$ cat config.mk
export PLATFORM = sky130hd
export DESIGN_NAME = sar_adc_reader
export DESIGN_NICKNAME = d
export VERILOG_FILES = /design/src/rtl/sar_adc_pkg.sv /design/src/rtl/sar_adc_ctrl.sv /design/src/rtl/sar_adc_datapath.sv /design/src/rtl/sar_adc_reader.sv
export SDC_FILE = /design/constraint.sdc
export NUM_CORES = 1
export LEC_CHECK = 0
export ABC_AREA = 1
export BUFFER_PORTS_ARGS = -buffer_cell sky130_fd_sc_hd__buf_2
export CAP_MARGIN = 10
export CORE_ASPECT_RATIO = 2
export CORE_MARGIN = 8
export CORE_UTILIZATION = 42
export DETAILED_ROUTE_END_ITERATION = 10
export GPL_TIMING_DRIVEN = 0
export SKIP_CTS_REPAIR_TIMING = 1
export SLEW_MARGIN = 20
export SYNTH_ARGS = -nofsm -noshare
export SYNTH_HDL_FRONTEND = slang
export SYNTH_SLANG_ARGS = --single-unit
$ cat constraint.sdc
create_clock -name clk -period 3.8 [get_ports clk]
set_input_delay 0.76 -clock clk [delete_from_list [all_inputs] [get_ports clk]]
set_output_delay 0.76 -clock clk [all_outputs]
set_load 0.03 [all_outputs]
$ cat src/rtl/sar_adc_pkg.sv
package sar_adc_pkg;

  localparam int CMD_BITS     = 8;
  localparam int MAX_RES      = 13;
  localparam int RX_BYTES_MAX = (MAX_RES + 7) / 8;
  localparam int RX_BITS      = RX_BYTES_MAX * 8;
  localparam int FRAME_BITS   = CMD_BITS + RX_BITS;
  localparam int BIT_CNT_W    = $clog2(FRAME_BITS + 1);

  typedef enum logic [1:0] {
    CH_ONE   = 2'd0,
    CH_TWO   = 2'd1,
    CH_FOUR  = 2'd2,
    CH_EIGHT = 2'd3
  } chanCode_e;

  typedef enum logic [1:0] {
    RES_10   = 2'd0,
    RES_12   = 2'd1,
    RES_13   = 2'd2,
    RES_RSVD = 2'd3
  } resCode_e;

  // strobes from the sequencer to the shift/extract datapath
  typedef struct packed {
    logic loadCfg;   // latch request, load command, clear receive buffer
    logic shiftOut;  // advance the command register (falling sclk)
    logic sampleIn;  // capture miso (rising sclk, receive phase)
    logic finish;    // frame complete, publish the sample
  } ctrlStrobes_t;

  function automatic int resolutionBits(resCode_e r);
    case (r)
      RES_10:  return 10;
      RES_12:  return 12;
      RES_13:  return 13;
      default: return 0;
    endcase
  endfunction

  function automatic logic variantOk(chanCode_e c, resCode_e r, logic [2:0] ch);
    logic ok;
    ok = 1'b1;
    if (r == RES_RSVD) ok = 1'b0;
    if ((c != CH_ONE) && (r == RES_13)) ok = 1'b0;
    if ({1'b0, ch} >= (4'd1 << c)) ok = 1'b0;
    return ok;
  endfunction

  function automatic logic [BIT_CNT_W-1:0] cmdLength(chanCode_e c);
    return (c == CH_ONE) ? '0 : BIT_CNT_W'(CMD_BITS);
  endfunction

  function automatic logic [BIT_CNT_W-1:0] frameLength(chanCode_e c, resCode_e r);
    int n;
    n = ((resolutionBits(r) + 7) / 8) * 8;
    if (c != CH_ONE) n = n + CMD_BITS;
    return BIT_CNT_W'(n);
  endfunction

endpackage

$ cat src/rtl/sar_adc_ctrl.sv
module sar_adc_ctrl
  import sar_adc_pkg::*;
#(
  parameter int HALF_DIV = 4
) (
  input  logic         clk,
  input  logic         rstN,
  input  logic         start,
  input  chanCode_e    chanCode,
  input  resCode_e     resCode,
  input  logic [2:0]   channel,
  output ctrlStrobes_t strobes,
  output logic         sclk,
  output logic         csN,
  output logic         busy,
  output logic         errPulse
);

  localparam int DIV_W = (HALF_DIV > 1) ? $clog2(HALF_DIV) : 1;
  localparam logic [DIV_W-1:0] DIV_LAST = DIV_W'(HALF_DIV - 1);

  typedef enum logic [1:0] {ST_IDLE, ST_SHIFT, ST_DONE} state_e;

  state_e               state;
  logic [DIV_W-1:0]     divCnt;
  logic [BIT_CNT_W-1:0] bitCnt;
  logic [BIT_CNT_W-1:0] lastBit;
  logic [BIT_CNT_W-1:0] cmdLen;
  logic                 reqOk;
  logic                 accept;
  logic                 reject;
  logic                 halfTick;
  logic                 riseNow;
  logic                 fallNow;
  logic                 lastFall;

  always_comb begin
    reqOk    = variantOk(chanCode, resCode, channel);
    accept   = (state == ST_IDLE) && start && reqOk;
    reject   = (state == ST_IDLE) && start && !reqOk;
    halfTick = (state == ST_SHIFT) && (divCnt == DIV_LAST);
    riseNow  = halfTick && !sclk;
    fallNow  = halfTick && sclk;
    lastFall = fallNow && (bitCnt == lastBit);

    strobes.loadCfg  = accept;
    strobes.shiftOut = fallNow;
    strobes.sampleIn = riseNow && (bitCnt >= cmdLen);
    strobes.finish   = (state == ST_DONE);
  end

  always_ff @(posedge clk or negedge rstN) begin
    if (!rstN) begin
      state    <= ST_IDLE;
      divCnt   <= '0;
      bitCnt   <= '0;
      lastBit  <= '0;
      cmdLen   <= '0;
      sclk     <= 1'b0;
      errPulse <= 1'b0;
    end else begin
      errPulse <= reject;
      case (state)
        ST_IDLE: begin
          sclk <= 1'b0;
          if (accept) begin
            state   <= ST_SHIFT;
            divCnt  <= '0;
            bitCnt  <= '0;
            cmdLen  <= cmdLength(chanCode);
            lastBit <= frameLength(chanCode, resCode) - 1'b1;
          end
        end
        ST_SHIFT: begin
          divCnt <= halfTick ? '0 : divCnt + 1'b1;
          if (halfTick) sclk <= !sclk;
          if (fallNow) bitCnt <= bitCnt + 1'b1;
          if (lastFall) state <= ST_DONE;
        end
        default: begin
          state <= ST_IDLE;
        end
      endcase
    end
  end

  assign busy = (state != ST_IDLE);
  assign csN  = (state != ST_SHIFT);

endmodule

$ cat src/rtl/sar_adc_datapath.sv
module sar_adc_datapath
  import sar_adc_pkg::*;
#(
  parameter int SAMPLE_W = 16
) (
  input  logic                clk,
  input  logic                rstN,
  input  ctrlStrobes_t        strobes,
  input  chanCode_e           chanCode,
  input  resCode_e            resCode,
  input  logic [2:0]          channel,
  input  logic                diffMode,
  input  logic                miso,
  output logic                mosi,
  output logic [SAMPLE_W-1:0] sample,
  output logic                sampleValid
);

  localparam int EXT_W = SAMPLE_W - MAX_RES;

  chanCode_e             cfgChan;
  resCode_e              cfgRes;
  logic [CMD_BITS-1:0]   cmdByte;
  logic [CMD_BITS-1:0]   txReg;
  logic [RX_BITS-1:0]    rxReg;
  logic [7:0]            byte0;
  logic [7:0]            byte1;
  logic [MAX_RES-1:0]    raw13;
  logic [SAMPLE_W-1:0]   signedWide;
  logic [SAMPLE_W-1:0]   extracted;

  // command byte layout depends on the channel count
  always_comb begin
    case (chanCode)
      CH_ONE:  cmdByte = '0;
      CH_TWO:  cmdByte = {3'b000, 1'b1, ~diffMode, channel[0], 2'b00};
      default: cmdByte = {1'b0, 1'b1, ~diffMode, channel, 2'b00};
    endcase
  end

  assign byte0 = rxReg[RX_BITS-1 -: 8];
  assign byte1 = rxReg[7:0];
  assign raw13 = {byte0[4:0], byte1};

  generate
    if (EXT_W > 0) begin : g_ext
      assign signedWide = {{EXT_W{raw13[MAX_RES-1]}}, raw13};
    end else begin : g_noext
      assign signedWide = raw13[SAMPLE_W-1:0];
    end
  endgenerate

  always_comb begin
    extracted = '0;
    if (cfgChan == CH_ONE) begin
      case (cfgRes)
        RES_10:  extracted = SAMPLE_W'({byte0[4:0], byte1[7:3]});
        RES_12:  extracted = SAMPLE_W'({byte0[4:0], byte1[7:1]});
        default: extracted = signedWide;
      endcase
    end else begin
      case (cfgRes)
        RES_10:  extracted = SAMPLE_W'({byte0, byte1[7:6]});
        default: extracted = SAMPLE_W'({byte0, byte1[7:4]});
      endcase
    end
  end

  always_ff @(posedge clk or negedge rstN) begin
    if (!rstN) begin
      cfgChan     <= CH_ONE;
      cfgRes      <= RES_10;
      txReg       <= '0;
      rxReg       <= '0;
      sample      <= '0;
      sampleValid <= 1'b0;
    end else begin
      sampleValid <= strobes.finish;
      if (strobes.loadCfg) begin
        cfgChan <= chanCode;
        cfgRes  <= resCode;
        txReg   <= cmdByte;
        rxReg   <= '0;
      end else begin
        if (strobes.shiftOut) txReg <= {txReg[CMD_BITS-2:0], 1'b0};
        if (strobes.sampleIn) rxReg <= {rxReg[RX_BITS-2:0], miso};
      end
      if (strobes.finish) sample <= extracted;
    end
  end

  assign mosi = txReg[CMD_BITS-1];

endmodule

$ cat src/rtl/sar_adc_reader.sv
module sar_adc_reader
  import sar_adc_pkg::*;
#(
  parameter int HALF_DIV = 4,
  parameter int SAMPLE_W = 16
) (
  input  logic                clk,
  input  logic                rstN,
  input  logic                start,
  input  logic [2:0]          channel,
  input  logic                diffMode,
  input  logic [1:0]          chanCode,
  input  logic [1:0]          resCode,
  output logic                busy,
  output logic [SAMPLE_W-1:0] sample,
  output logic                sampleValid,
  output logic                errPulse,
  output logic                sclk,
  output logic                csN,
  output logic                mosi,
  input  logic                miso
);

  ctrlStrobes_t strobes;
  chanCode_e    chanSel;
  resCode_e     resSel;

  assign chanSel = chanCode_e'(chanCode);
  assign resSel  = resCode_e'(resCode);

  sar_adc_ctrl #(.HALF_DIV(HALF_DIV)) u_ctrl (
    .clk      (clk),
    .rstN     (rstN),
    .start    (start),
    .chanCode (chanSel),
    .resCode  (resSel),
    .channel  (channel),
    .strobes  (strobes),
    .sclk     (sclk),
    .csN      (csN),
    .busy     (busy),
    .errPulse (errPulse)
  );

  sar_adc_datapath #(.SAMPLE_W(SAMPLE_W)) u_dp (
    .clk         (clk),
    .rstN        (rstN),
    .strobes     (strobes),
    .chanCode    (chanSel),
    .resCode     (resSel),
    .channel     (channel),
    .diffMode    (diffMode),
    .miso        (miso),
    .mosi        (mosi),
    .sample      (sample),
    .sampleValid (sampleValid)
  );

endmodule

After elaboration in Yosys (flattened, before gate mapping)
Index checks and enable logic that the tools add are counted.
Widths: inputs -> output; s select.
{ "word_totals": {"out_inout_bits": 22, "wordCells": 94, "regBits": 66} }
{ "classes": {"n_eq_ne": 14, "add_sub_neg": 6, "order_cmp": 2, "n_bitwise": 2, "n_reduce_logical": 27, "n_mux": 29, "n_shift": 1} }
{ "op_table": {"columns": ["operator", "count"], "rows": [
  ["$mux 32", 2],
  ["$mux 16", 3],
  ["$add 32x4->32 const B", 1],
  ["$pmux 16 s2", 1],
  ["$mux 5", 5],
  ["$mux 8", 2],
  ["$pmux 7 s2", 1],
  ["$mux 12", 1],
  ["$pmux 4 s3", 1],
  ["$logic_not 2->1", 5],
  ["$ne 2x1->1 const B", 5],
  ["$pmux 5 s2", 1],
  ["$reduce_bool 2->1", 5],
  ["$logic_and 1x1->1", 9],
  ["$eq 2x1->1 const B", 4],
  ["$eq 2x2->1 const B", 4],
  ["$mux 2", 4],
  ["$pmux 2 s2", 2],
  ["$reduce_and 2->1", 4],
  ["$add 5x1->5 const B", 1],
  ["$add 5x5->5 const B", 1],
  ["$eq 5x5->1", 1],
  ["$ge 5x5->1", 1],
  ["$sub 5x1->5 const B", 1],
  ["12 further kinds", 16]
]} }

Depth between registers and ports, before layout
{ "logic_depth": {"word_depth": 16, "mapped_depth": 14, "mapped_depth_nobuf": 12} }

Hierarchy
A second synthesis with hierarchy kept.
{ "unflattened": {"cells_unflattened": 396, "hier_area_um2": 3089.2} }
{ "modules_own_cells": {"columns": ["module", "n_inst", "area_each_um2", "cells_per_inst", "seq_area_each_um2"], "rows": [
  ["sar_adc_datapath", 1, 2078.2, 275, 1001.0],
  ["sar_adc_ctrl", 1, 1011.0, 121, 375.4]
]} }

Worst setup path before layout
OpenSTA, ideal clock, no wires.
{ "synth_path": {"path_kind": "input port to flip-flop", "from": "input port chanCode[1]", "to": "register u_dp.txReg[5]", "slack_ns": 1.752, "t_arrival_ns": 1.931, "required_time_ns": 3.684, "setup_time_ns": 0.116, "path_stages": 14, "cell_sequence": "buf_6 -> nor2_4 -> ha_1 -> inv_1 -> nand2_1 -> nand2_1 -> nand2_1 -> nand2_1 -> nand3_4 -> buf_6 -> nand2_1 -> nand2_1 -> nand2_1 -> nand2_1"} }
{ "synth_via": {"elab_chain_len": 6} }
{ "synth_lines": {"columns": ["item", "line", "rtl"], "rows": [
  ["from (decl)", "sar_adc_reader.sv:12", "input logic [1:0] chanCode,"],
  ["parallel branches: the longest is 6 deep, another holds $ge 3x4->1", null, null],
  ["to (signal assigned)", "sar_adc_datapath.sv:82", "txReg <= cmdByte;"],
  ["to (signal assigned)", "sar_adc_datapath.sv:85", "if (strobes.shiftOut) txReg <= {txReg[CMD_BITS-2:0], 1'b0};"],
  ["to (decl)", "sar_adc_datapath.sv:24", "logic [CMD_BITS-1:0] txReg;"]
]} }
Parallel ways; which one is timed is not known.
A chain may end at the register's enable or synchronous reset.

Worst setup path in the final report
{ "layout_path": {"from": "register u_ctrl.state[0]", "to": "output port csN"} }
{ "layout_via": {"elab_chain_len": 1} }
{ "layout_lines": {"columns": ["item", "line", "rtl"], "rows": [
  ["from (decl)", "sar_adc_ctrl.sv:24", "state_e state;"],
  ["from (signal assigned)", "sar_adc_ctrl.sv:54", "state <= ST_IDLE;"],
  ["from (signal assigned)", "sar_adc_ctrl.sv:67", "state <= ST_SHIFT;"],
  ["from (signal assigned)", "sar_adc_ctrl.sv:78", "if (lastFall) state <= ST_DONE;"],
  ["$ne 2x1->1", "sar_adc_ctrl.sv:88", "assign csN = (state != ST_SHIFT);"],
  ["to (decl)", "sar_adc_reader.sv:19", "output logic csN,"]
]} }
No other way between the ends.

==> results.md <==
- Final hold vios: 0
- CTS clk-pin slew, worst paths: approximately 0.07 ns
- DRC violations left: 0
- Post-synth top cells: nand2_1 (100), inv_1 (57), dfrtp_1 (55), o21ai_0 (34), o211ai_1 (28)
- Slew margin rel.: 0.544
- Worst Path Required: 3.04 ns
- Combinational power share: 0.310
- Core box area: 6890 um^2
- Die Wd: 75.6 um
- FF-to-FF End: u_dp.sample[8]
- Critical path class: reg -> out
- Ys Warns: 0
- DR WL/cell: 14.5 um
- Worst R2R Path Depth: 5
- Sequential share of the synthesized area: 0.462
- Least-Margin Pin Slew: 0.683 ns
- Final GP Congestion: 0.874
- Syn_area_per_cell: 8.10 um^2
- RSZ-0062 raised after global routing: false
- Crit start category: register
- Hold path start: u_dp.txReg[2]
- Vias in the first global route: around 2600
- Syn nets: 387
- Status: finished clean
- Post-Syn Instances: ~370
- Initial antenna violation count: 0
- Flop pwr share: 0.438
- Post-synth cell types: 29
- Site row count: 43
- Crit path largest cell delay: 0.46 ns
- Most frequent cell after synthesis: nand2_1
- Final setup viols: 0
- Gr ovfl total: 0
- Worst r2r src: u_dp.cfgChan[1]
- CP Max Fanout: 8
- Top cell type's share of synthesized area: 0.462
- Routed vias: about 2600
- Synthesized area: 2980 um^2
- Fill count: 726
- F_max: 0.449 GHz
- Reg2reg setup slack: 2.14 ns
- H-tree depth: 2
- Die area: 10200 um^2
- CP bufs+invs: 3
- Layout cells sized above 1: 0.150
- Port bufs: 32
- PD cells: 556 nW/um^2
- Pins Over Slew Limit: 0
- Switch Pwr: ~0.00068 W
- Initial Util: 0.433
- Top post-synthesis cells by area: dfrtp_1 (46%), nand2_1 (13%), inv_1 (7.2%)
- Total clock sinks: 55
- Total GRT Usage: 0.152
- Final core utilization: 0.495
- CP delay by family, top: buffers and inverters
- Setup TNS: 0 ns
- Vias per cell: 5.13
- Fin crit share: 0.586
- Worst-case clock buffer depth: 2
- Yosys reg bits: 55
- Maximum vdd drop: between 0.3 and 0.4 mV
- Height of the die: 135 um
- Drt pass-1 iters: 5
- Worst hold endpoint: u_dp.txReg[2]
- Root Driver: clkbuf_16
- Worst skew pair latency: 0.29 ns
- Final nets: 426
- Crit path time final: 2.23 ns
- Int Pwr: 0.00122 W
- Syn-to-layout area delta: 14.5%
- Largest area contributor in the netlist: dfrtp_1
- Largest net degree at the start of global routing: 56
- Fraction of registers with async set/reset: 1.00
- Critical Path AT: 1.47 ns
- Antenna diodes: 0
- Slowest-stage cell, CP: dfrtp_1
- WL final: 7210 um
- Number of enable flip-flop cells after synthesis: 0
- Synth Flop Type: dfrtp_1
- Hold-critical path depth: 2
- Routed Antenna Nets: 0
- CTS tree: built
- # IOs: 34
- Max_cap viols: 0
- Crit. End Element: output pin
- Sw frac: 0.357
- First-pass GRT wire length: 11900 um
- DR iter-0 viols: 138
- Leak: 1.82 nW
- Setup Skew: 0.00470 ns
- Type of the worst min-delay path: reg -> reg
- HPWL Detailed: 5670 um
- Clock Power Share: 0.252
- Crit path cell chain: inv_2, nor2_2, clkinv_1, buf_2
- Total CTS buffers: 5
-- worst reg2reg max path: cells and delay by family, from the launching register on --
kind | cells | cell delay [ns]
buffers and inverters | 1 | 0.38
flip-flops | 1 | 0.39
AO/OA/AOI/OAI | 1 | 0.23
AND/OR/NAND/NOR | 3 | 0.55
-- cells in the final DEF (no fill, tap or decap) --
| cell | n |
|---|---|
| nor3b_1 | 1 |
| inv_1 | 57 |
| o21ai_0 | 34 |
| o21ai_1 | 5 |
| xor2_1 | 3 |
| nor2_2 | 3 |
| a21oi_4 | 1 |
| nand3_1 | 14 |
| o211ai_1 | 28 |
| o21bai_1 | 1 |
| nand2_1 | 100 |
| nor2_1 | 10 |
| nand2_2 | 2 |
| a21boi_0 | 2 |
| nand3_4 | 1 |
| dfrtp_1 | 55 |
| inv_2 | 1 |
| buf_4 | 5 |
| ha_1 | 7 |
| a21oi_1 | 9 |
| clkinv_1 | 1 |
| nor2_4 | 1 |
| o22ai_1 | 2 |
| buf_6 | 5 |
| o31ai_1 | 1 |
| clkbuf_16 | 5 |
| clkbuf_8 | 2 |
| o2111ai_1 | 7 |
| buf_2 | 35 |
| clkbuf_1 | 7 |
| nand4_1 | 3 |
-- logic make-up (layout without fill, tap and decap cells) --
| group | after synthesis | in the layout | share of synthesized area |
|---|---|---|---|
| AND/OR/NAND/NOR | 135 | 135 | 0.191 |
| XOR/XNOR | 3 | 3 | 0.00882 |
| flip-flops | 55 | 55 | 0.462 |
| adder cells (fa/ha/maj) | 7 | 7 | 0.0294 |
| buffers and inverters | 78 | 118 | 0.118 |
| AO/OA/AOI/OAI | 90 | 90 | 0.191 |
-- registers in the layout, indices dropped and copies added (netlist names) --
signal and count:
u_dp.rxReg 16, u_dp.sample 13, u_dp.txReg 6, u_ctrl.bitCnt 5
u_ctrl.lastBit 3, u_ctrl.divCnt 2, u_ctrl.state 2, u_dp.cfgChan 2
u_dp.cfgRes 2, u_ctrl.cmdLen 1, u_ctrl.errPulse 1, u_ctrl.sclk 1
u_dp.sampleValid 1
-- layout make-up --
| cell class | count | area, um^2 | share of cell area |
|---|---|---|---|
| Sequential cell | 55 | 1380 | 0.403 |
| Multi-Input combinational cell | 235 | 1250 | 0.367 |
| Inverter | 59 | 221 | 0.0649 |
| Timing Repair Buffer | 32 | 163 | 0.0477 |
| Clock buffer | 8 | 156 | 0.0458 |
| Buffer | 19 | 129 | 0.0378 |
| Tap cell | 90 | 113 | 0.0330 |
-- worst max-delay path by stage --
stage / slack (ns) / endpoint / from / cells past startpoint
finish: 1.57 / csN / u_ctrl.state[0] / 4
floorplan: 1.75 / u_dp.txReg[5] / chanCode[1] / 14
detailed placement: 1.48 / u_dp.rxReg[12] / chanCode[0] / 12
global placement: 1.49 / u_ctrl.state[0] / chanCode[0] / 9
global route: 1.42 / csN / u_ctrl.state[0] / 4
CTS: 1.56 / csN / u_ctrl.state[0] / 4
-- power groups by stage --
stage	clock [W]	sequential [W]	combinational, W
after floorplan	0	0.000822	0.000431
after global placement	0	0.000836	0.000576
after detailed placement	0	0.000839	0.000580
after CTS	0.000496	0.000829	0.000585
after global routing	0.000513	0.000849	0.000669
final	0.000479	0.000831	0.000587
-- per-layer routing --
metal	up-vias	global-route usage	routed length [um]
li1	1276	-	-
met1	1169	0.139	2530
met2	75	0.279	3920
met3	33	0.0274	326
met4	0	0.112	434
met5	-	0	0
-- metrics by stage --
step                      total power, W  area [um^2]  worst slack, ns  hold WS (ns)  cells
after floorplan                  0.00125         2980             1.75         0.431    368
after global placement           0.00141         3250             1.49         0.456    490
after detailed placement         0.00142         3260             1.48         0.458    490
after CTS                        0.00191         3410             1.56         0.475    498
after global routing             0.00203         3410             1.42         0.490    498
final                            0.00190         3410             1.57         0.468    498
(Power assumes the default switching activity.)
